==> src/rtl/lw_pkg.sv <==
package lw_pkg;
  localparam int BYTE_W = 8;
  localparam int WORD_W = 2 * BYTE_W;

  typedef enum logic {
    LW_IDLE = 1'b0,
    LW_BURN = 1'b1
  } lw_state_e;
endpackage

==> src/rtl/lw_latch.sv <==
module lw_latch
  import lw_pkg::*;
(
  input  logic              clk,
  input  logic              rst_n,
  input  logic              wr,
  input  logic              sel_hi,
  input  logic [BYTE_W-1:0] wdata,
  input  logic              hold,
  output logic [WORD_W-1:0] word
);
  logic [BYTE_W-1:0] lo_q, lo_d, hi_q, hi_d;
  logic              load;

  assign load = wr & ~hold;

  always_comb begin
    lo_d = lo_q;
    hi_d = hi_q;
    if (load) begin
      if (sel_hi) hi_d = wdata;
      else        lo_d = wdata;
    end
  end

  always_ff @(posedge clk or negedge rst_n) begin
    if (!rst_n) begin
      lo_q <= '1;
      hi_q <= '1;
    end else if (load) begin
      lo_q <= lo_d;
      hi_q <= hi_d;
    end
  end

  assign word = {hi_q, lo_q};

  // latch is frozen while a long write is under way
  p_latch_hold_r10: assert property (@(posedge clk) disable iff (!rst_n)
    hold |=> $stable(word));
endmodule

==> src/rtl/lw_sequencer.sv <==
module lw_sequencer
  import lw_pkg::*;
#(
  parameter int ADDR_W       = 6,
  parameter int MIN_PROG_CYC = 8
) (
  input  logic              clk,
  input  logic              rst_n,
  input  logic              wr_hi,
  input  logic [ADDR_W-1:0] word_addr,
  input  logic              arm_set,
  input  logic              vpp_ok,
  input  logic              irq_end,
  output logic              busy,
  output logic              armed,
  output logic              short_flag,
  output logic              commit,
  output logic [ADDR_W-1:0] tgt
);
  localparam int CNT_W = (MIN_PROG_CYC > 1) ? $clog2(MIN_PROG_CYC) : 1;
  localparam logic [CNT_W-1:0] LAST = CNT_W'(MIN_PROG_CYC - 1);

  lw_state_e         st_q, st_d;
  logic [CNT_W-1:0]  cnt_q, cnt_d;
  logic [ADDR_W-1:0] tgt_q, tgt_d;
  logic              arm_q, arm_d;
  logic              sht_q, sht_d;
  logic              long_enough;

  assign long_enough = (cnt_q >= LAST);

  always_comb begin
    st_d   = st_q;
    cnt_d  = cnt_q;
    tgt_d  = tgt_q;
    arm_d  = arm_q | arm_set;
    sht_d  = sht_q;
    commit = 1'b0;
    unique case (st_q)
      LW_IDLE: begin
        if (wr_hi && arm_q && vpp_ok) begin
          st_d  = LW_BURN;
          tgt_d = word_addr;
          cnt_d = '0;
        end
      end
      LW_BURN: begin
        if (!vpp_ok) begin
          st_d  = LW_IDLE;
          sht_d = 1'b1;
        end else if (irq_end) begin
          st_d = LW_IDLE;
          if (long_enough) commit = 1'b1;
          else             sht_d  = 1'b1;
        end else if (!long_enough) begin
          cnt_d = cnt_q + 1'b1;
        end
      end
      default: st_d = LW_IDLE;
    endcase
  end

  always_ff @(posedge clk or negedge rst_n) begin
    if (!rst_n) begin
      st_q  <= LW_IDLE;
      cnt_q <= '0;
      tgt_q <= '0;
      arm_q <= 1'b0;
      sht_q <= 1'b0;
    end else begin
      st_q  <= st_d;
      cnt_q <= cnt_d;
      tgt_q <= tgt_d;
      arm_q <= arm_d;
      sht_q <= sht_d;
    end
  end

  assign busy       = (st_q == LW_BURN);
  assign armed      = arm_q;
  assign short_flag = sht_q;
  assign tgt        = tgt_q;

  // halting requires the enable bit
  p_halt_armed_r2: assert property (@(posedge clk) disable iff (!rst_n)
    busy |-> armed);
  // a long write starts only from a high-byte write with voltage present
  p_start_r2: assert property (@(posedge clk) disable iff (!rst_n)
    $rose(busy) |-> $past(wr_hi && vpp_ok));
  // enable bit is sticky
  p_arm_sticky_r4: assert property (@(posedge clk) disable iff (!rst_n)
    armed |=> armed);
  // an interrupt ends the long write
  p_halt_ends_r6: assert property (@(posedge clk) disable iff (!rst_n)
    (busy && irq_end) |=> !busy);
  // incomplete flag is sticky
  p_flag_sticky_r8: assert property (@(posedge clk) disable iff (!rst_n)
    short_flag |=> short_flag);
endmodule

==> src/rtl/otp_array.sv <==
module otp_array
  import lw_pkg::*;
#(
  parameter int ADDR_W = 6
) (
  input  logic              clk,
  input  logic              rst_n,
  input  logic              prog_en,
  input  logic [ADDR_W-1:0] waddr,
  input  logic [WORD_W-1:0] wdata,
  input  logic [ADDR_W-1:0] raddr,
  output logic [WORD_W-1:0] rdata
);
  localparam int DEPTH = 1 << ADDR_W;

  logic [WORD_W-1:0] mem_q [DEPTH];
  logic [WORD_W-1:0] burn_val;

  assign burn_val = mem_q[waddr] & wdata;

  always_ff @(posedge clk or negedge rst_n) begin
    if (!rst_n) begin
      for (int i = 0; i < DEPTH; i++) mem_q[i] <= '1;
    end else if (prog_en) begin
      mem_q[waddr] <= burn_val;
    end
  end

  assign rdata = mem_q[raddr];

  // programming only clears bits
  p_and_only_r7: assert property (@(posedge clk) disable iff (!rst_n)
    prog_en |=> ((mem_q[$past(waddr)] & ~$past(mem_q[waddr])) == '0));
endmodule

==> src/rtl/prog_mem_lw_ctrl.sv <==
module prog_mem_lw_ctrl
  import lw_pkg::*;
#(
  parameter int ADDR_W       = 6,
  parameter int MIN_PROG_CYC = 8
) (
  input  logic              clk,
  input  logic              por_n,
  input  logic              mclr_n,
  input  logic              tbl_wr,
  input  logic [ADDR_W:0]   tbl_addr,
  input  logic [BYTE_W-1:0] tbl_wdata,
  input  logic              arm_set,
  input  logic              vpp_ok,
  input  logic              irq_end,
  output logic [BYTE_W-1:0] tbl_rdata,
  output logic              halt,
  output logic              armed,
  output logic              burn_short
);
  logic              ctl_rst_n;
  logic              sel_hi;
  logic [ADDR_W-1:0] word_addr;
  logic [WORD_W-1:0] latch_word;
  logic [WORD_W-1:0] rd_word;
  logic              commit;
  logic [ADDR_W-1:0] tgt;
  logic              busy;

  assign ctl_rst_n = por_n & mclr_n;
  assign sel_hi    = tbl_addr[0];
  assign word_addr = tbl_addr[ADDR_W:1];

  lw_latch u_latch (
    .clk   (clk),
    .rst_n (ctl_rst_n),
    .wr    (tbl_wr),
    .sel_hi(sel_hi),
    .wdata (tbl_wdata),
    .hold  (busy),
    .word  (latch_word)
  );

  lw_sequencer #(
    .ADDR_W      (ADDR_W),
    .MIN_PROG_CYC(MIN_PROG_CYC)
  ) u_seq (
    .clk       (clk),
    .rst_n     (ctl_rst_n),
    .wr_hi     (tbl_wr & sel_hi),
    .word_addr (word_addr),
    .arm_set   (arm_set),
    .vpp_ok    (vpp_ok),
    .irq_end   (irq_end),
    .busy      (busy),
    .armed     (armed),
    .short_flag(burn_short),
    .commit    (commit),
    .tgt       (tgt)
  );

  otp_array #(
    .ADDR_W(ADDR_W)
  ) u_mem (
    .clk    (clk),
    .rst_n  (por_n),
    .prog_en(commit),
    .waddr  (tgt),
    .wdata  (latch_word),
    .raddr  (word_addr),
    .rdata  (rd_word)
  );

  assign tbl_rdata = sel_hi ? rd_word[WORD_W-1:BYTE_W] : rd_word[BYTE_W-1:0];
  assign halt      = busy;
endmodule

==> config.mk <==
export PLATFORM = sky130hd
export DESIGN_NAME = prog_mem_lw_ctrl
export DESIGN_NICKNAME = d
export VERILOG_FILES = /design/src/rtl/lw_pkg.sv /design/src/rtl/lw_latch.sv /design/src/rtl/lw_sequencer.sv /design/src/rtl/otp_array.sv /design/src/rtl/prog_mem_lw_ctrl.sv
export SDC_FILE = /design/constraint.sdc
export NUM_CORES = 2
export LEC_CHECK = 0
export ABC_AREA = 1
export BUFFER_PORTS_ARGS = -buffer_cell sky130_fd_sc_hd__buf_2
export CAP_MARGIN = 10
export CORE_MARGIN = 8
export CORE_UTILIZATION = 60
export CTS_CLUSTER_SIZE = 16
export DETAILED_ROUTE_END_ITERATION = 8
export PLACE_DENSITY_LB_ADDON = 0.1
export SLEW_MARGIN = 10
export SYNTH_ARGS = -nofsm -noshare
export SYNTH_HDL_FRONTEND = slang
export SYNTH_SLANG_ARGS = --single-unit
==> constraint.sdc <==
create_clock -name clk -period 6.6 [get_ports clk]
set_clock_uncertainty 0.2 [all_clocks]
set_input_delay 0.99 -clock clk [delete_from_list [all_inputs] [get_ports clk]]
set_output_delay 0.99 -clock clk [all_outputs]
set_load 0.02 [all_outputs]
---- Word level (Yosys, flattened, before mapping) ----
Index checks and enable logic that the tools add are counted.
storage, ports and cells
  bits in registers ....................... 1,052
  input bits .............................. 22
  output and inout port bits .............. 11
  logic and storage cells ................. 125
cells by class
  add/sub/neg operators ................... 1
  magnitude comparators ................... 4
  equality and inequality tests ........... 6
  mux-type cells .......................... 26
  bitwise logic cells ..................... 9
  reduce and logical (&&, ||, !) cells .... 8
operator list
  cell                                                       number
  bitwise mux 1024 bit                                       1
  binary-select mux 16 bit (select 6 bit)                    2
  demux 16 bit (select 6 bit)                                1
  2-to-1 mux 16 bit                                          5
  AND 16 bit                                                 1
  greater-or-equal comparator 7 bit (second input constant)  2
  NOT 6 -> 7 bit                                             2
  2-to-1 mux 3 bit                                           4
  2-to-1 mux 1 bit                                           10
  2-to-1 mux 8 bit                                           1
  != test 2 bit (second input constant)                      4
  < comparator 7 x 1 -> 1 bit (second input constant)        1
  one-hot mux 3 bit (2 select lines)                         1
  AND reduction 2 bit                                        3
  != test 2 x 1 -> 1 bit (second input constant)             2
  AND reduction 4 bit                                        1
  adder 3 x 1 -> 3 bit (second input constant)               1
  AND 1 bit                                                  3
  greater-or-equal comparator 3 bit (second input constant)  1
  logical AND 1 bit                                          3
  AND reduction 3 bit                                        1
  NOT 1 bit                                                  2
  one-hot mux 1 bit (2 select lines)                         1
  OR 1 bit                                                   1

---- Depth between registers and ports, before layout ----
  depth in word-level cells ............... 6
  gate-level depth with buffers ........... 17
  mapped depth without buffers ............ 13

---- Hierarchy ----
From an unflattened synthesis, not the netlist that was laid out.
unflattened totals
  cells, all modules ...................... 10,007
  area, all modules ....................... 65,390.2 µm²
by module, submodules not included
  module            instances  cells each  area each (µm²)  seq. area each (µm²)
  otp_array         1          9,844       63,948.8         26,905.8
  lw_latch          1          72          742.0            420.4
  lw_sequencer      1          61          579.3            300.3
  prog_mem_lw_ctrl  1          30          120.1            0.0

---- Least setup slack after synthesis ----
No wires, ideal clock.
  kind .................................... input port to output port
  start point ............................. input port tbl_addr[1]
  end point ............................... output port tbl_rdata[6]
  arrival ................................. 2.536 ns
  data required time ...................... 5.410 ns
  path slack .............................. 2.874 ns
  cell stages on the path ................. 14
  path buffers ............................ 3
  path through ............................ clkbuf_1 inv_2 clkbuf_1 clkbuf_1 nand2_1 nand3_1 nand3_1 nand3_1 nand2_1 nand2_1 nand3_1 nand2_1 nand2_1 nand2_1
between the ends
  longest elaborated chain between the ends .. 5
RTL lines
  item                                                  RTL line                source
  start: declaration                                    prog_mem_lw_ctrl.sv:11  input logic [ADDR_W:0] tbl_addr,
  NOT 6 -> 7 bit (not written as such)                  otp_array.sv:29         assign rdata = mem_q[raddr];
  binary-select mux 16 bit (select 6 bit)               otp_array.sv:29
  2-to-1 mux 16 bit (not written as such) (2 in a row)  otp_array.sv:29
  2-to-1 mux 8 bit                                      prog_mem_lw_ctrl.sv:74  assign tbl_rdata = sel_hi ? rd_word[WORD_W-1:BYTE_W] : rd_word[BYTE_W-1:0];
  end: declaration                                      prog_mem_lw_ctrl.sv:16  output logic [BYTE_W-1:0] tbl_rdata,
No other way between the ends. The select of a mux whose other input is x is not followed.

---- Final worst setup path ----
  start point ............................. input port tbl_addr[1]
  end point ............................... output port tbl_rdata[4]
Same word-level chain as after synthesis.

==> impl_metrics.py <==
metrics = {
    "critical_path": {
        "cp.required_ns": 5.41,
        "path_cells": "buf_8 > inv_8 > buf_4 > nand2_1 > nand3_1 > nand3_1 > nand3_1 > nand2_1 > nand2_1 > nand3_1 > nand2_1 > nand2_1 > nand2_1 > buf_2",
        "worst_setup_path_start_kind": "primary input",
        "end_kind": "primary output",
        "path_delay_family": "simple AND/OR/NAND/NOR gates",
        "max_stage_delay_ns": 0.66,
        "cp_max_fo": 104,
        "crit_arrival_ns": 4.49,
        "crit_path_top_delay_cell": "buf_4",
        "crit_top_cell": "nand2_1",
        "critPathKind": "in2out",
        "cp_num_buf_inv": 4,
    },
    "drt": {
        "vias": 71500,
        "antenna_left": 0,
        "first_pass_iters": 9,
        "viasPerCell": 6.37,
        "routed_wl_um": 278000,
        "detail_route.wl_per_cell_um": 24.8,
        "drt-initial-drc-count": 11600,
        "drc": 13,
    },
    "yosys": {
        "synth_warnings": 0,
        "yosys.area.top_type": "dfstp_2",
        "syn-cell-area_um2": 65400,
        "netlist_instances": 10200,
        "ys_types": 28,
        "synth_top_area_share": 0.418,
        "synth_area_leaders": "dfstp_2 (42%), nand2_1 (35%), nand3_1 (15%)",
        "synth.avg_cell_area_um2": 6.41,
        "yosys_register_bits": 1052,
        "synth_nets": 10200,
        "ys_seq_area_frac": 0.422,
    },
    "hold_path": {
        "hold_class": "reg2reg",
    },
    "power": {
        "power.leakage_uw": 0.0338,
        "power.share.clock": 0.429,
        "seqPwrFrac": 0.434,
        "p_per_area_nw_per_um2": 232,
        "p_sw_uw": 5250,
        "intPower_uw": 10900,
        "p_comb_frac": 0.137,
        "p_sw_frac": 0.326,
        "ir_drop_mv": 0.229,
    },
    "die": {
        "start_util": 0.602,
        "die-height_um": 346,
        "core_region_area_um2": 109000,
        "io_pins": 33,
        "fp-row-count": 121,
        "die_area_um2": 120000,
        "die_w_um": 346,
    },
    "place": {
        "dp_worst_setup_slack_ns": 1.27,
        "dp_hpwl_um": 152000,
        "gp_congestion": 0.978,
        "io_buffers": 32,
    },
    "finish": {
        "nets": 9735,
        "area_growth_pct": 6.23,
        "drive_gt1_frac": 0.161,
        "mostFrequentLayoutCells": "nand2_1 (6114), nand3_1 (1948), dfstp_2 (1026)",
        "layout_commonest_cell": "nand2_1",
        "utilization": 0.640,
        "num_antenna_cells": 0,
    },
    "run_status": {
        "status": "finished with violations",
        "violations": "design-rule violations",
    },
    "timing": {
        "tns_ns": 0,
        "post-route-period-util": 0.861,
        "tightest_slew_ns": 1.30,
        "period_needed_ns": 5.68,
        "slew_headroom": 0.136,
        "rsz0062_at_grt": "false",
        "finalSetupViolCount": 0,
        "fmax_mhz": 176,
        "setup_ws_ns": 0.915,
        "whs_ns": 0.259,
        "hold_viol": 0,
        "slew_violations": 0,
    },
    "cts": {
        "cts_tree": "built",
        "insertion_delay_ns": 0.74,
        "cts_buffer_depth": 3,
        "post-cts-setup-buffers": 0,
        "clockRootBuffer": "clkbuf_16",
        "cts_sinks": 1052,
        "cts_buffers": 119,
        "path_clk_slew_ns": 0.06,
        "cts-resized-gates": 0,
        "htree_levels": 3,
        "hold_buffers": 0,
    },
    "run": {
        "cap_viol_max_count": 0,
    },
    "grt": {
        "gr-total-overflow": 0,
        "grt_max_degree": 172,
        "antenna_found_initial": 6,
        "grtUsageTotal": 0.445,
        "grt_pass1_vias": 66200,
        "grt_pass1_wl_um": 415000,
    },
}
## registers in the layout, indices dropped and copies added, names as in the netlist
register and count:
u_seq.short_flag 1, u_mem.mem_q 1024, u_seq.tgt 6, u_seq.cnt_q 3
u_seq.armed 1, u_latch.lo_q 8, u_seq.busy 1, u_latch.hi_q 8
## cells by family after synthesis
group,after synthesis,share of synthesized area
simple gates,8204,0.516
flops,1052,0.422
buf+inv,896,0.0574
compound gates,54,0.00427
fa+ha+maj,2,0.000383
## cell usage after synthesis, drive strengths merged
cell and n:
inv 122, o21ai 42, nand2 6131, a31o 1
buf 331, nand4 1, a21o 1, ha 2
a21oi 9, nor2 107, o21a 1, or2 1
clkbuf 441, dfstp 1040, nor3 16, clkinv 2
dfrtp 12, nand3 1948
## worst paths after layout
path                                  startpoint               end  slack [ns]  cells after the start
worst min-delay path            u_seq.short_flag  u_seq.short_flag        0.26                      1
min in group asynchronous                 mclr_n   u_latch.hi_q[6]        0.32                      3
worst min register to register  u_seq.short_flag  u_seq.short_flag        0.26                      1
max in group asynchronous                  por_n  u_mem.mem_q[112]        4.42                      3
worst max register to register      u_seq.tgt[0]  u_mem.mem_q[705]        1.69                     15
worst max-delay path                 tbl_addr[1]      tbl_rdata[4]        0.92                     14
## routing by layer
layer / routed length [um] / part of all wire / GRT usage / up-vias
met3: 45100 / 0.16 / 0.170 / 1260
met1: 98800 / 0.36 / 0.571 / 33200
met5: 13 / 0.000047 / 0 / -
li1: - / - / - / 31000
met4: 22200 / 0.080 / 0.300 / 2
met2: 112000 / 0.40 / 0.619 / 6003
## final cells by class
| cell class | instances | area (um^2) |
|---|---|---|
| clock buffers | 167 | 3350 |
| inverters | 124 | 510 |
| fillers | 9912 | 39100 |
| clock inverters | 51 | 599 |
| repair buffers | 154 | 1470 |
| multi-input cells | 8260 | 34100 |
| well taps | 1414 | 1770 |
| flip-flops and latches | 1052 | 27700 |
## stage by stage
step	instance area (um^2)	total power [uW]	cells
after floorplan	65400	7980	10200
after global placement	65500	9100	11000
after detailed placement	65500	9100	11000
after CTS	69500	15900	11200
after global routing	69500	16300	11200
final	69500	16100	11200
## worst reg2reg max path: stages, from the launching register on
cell,delay [ns]
dfrtp_4,0.72
inv_8,0.75
buf_4,0.61
nand2_1,0.10
nand2_1,0.08
nand2_1,0.05
nand2_1,0.16
nand2_1,0.09
nand2_1,0.17
nand2_1,0.08
nand2_1,0.32
nor2_1,0.21
nand2_4,0.70
buf_4,0.39
nand3_1,0.12
nand2_1,0.11
## power by group through the flow
stage	Clock, uW	Sequential, uW	Combinational, uW
floorplan	0	6620	1360
global placement	0	7050	2050
detailed placement	0	7050	2050
CTS	6890	6950	2060
global route	7140	6980	2200
finish	6900	6990	2210
Note: power is estimated with default switching activity, not from simulation.
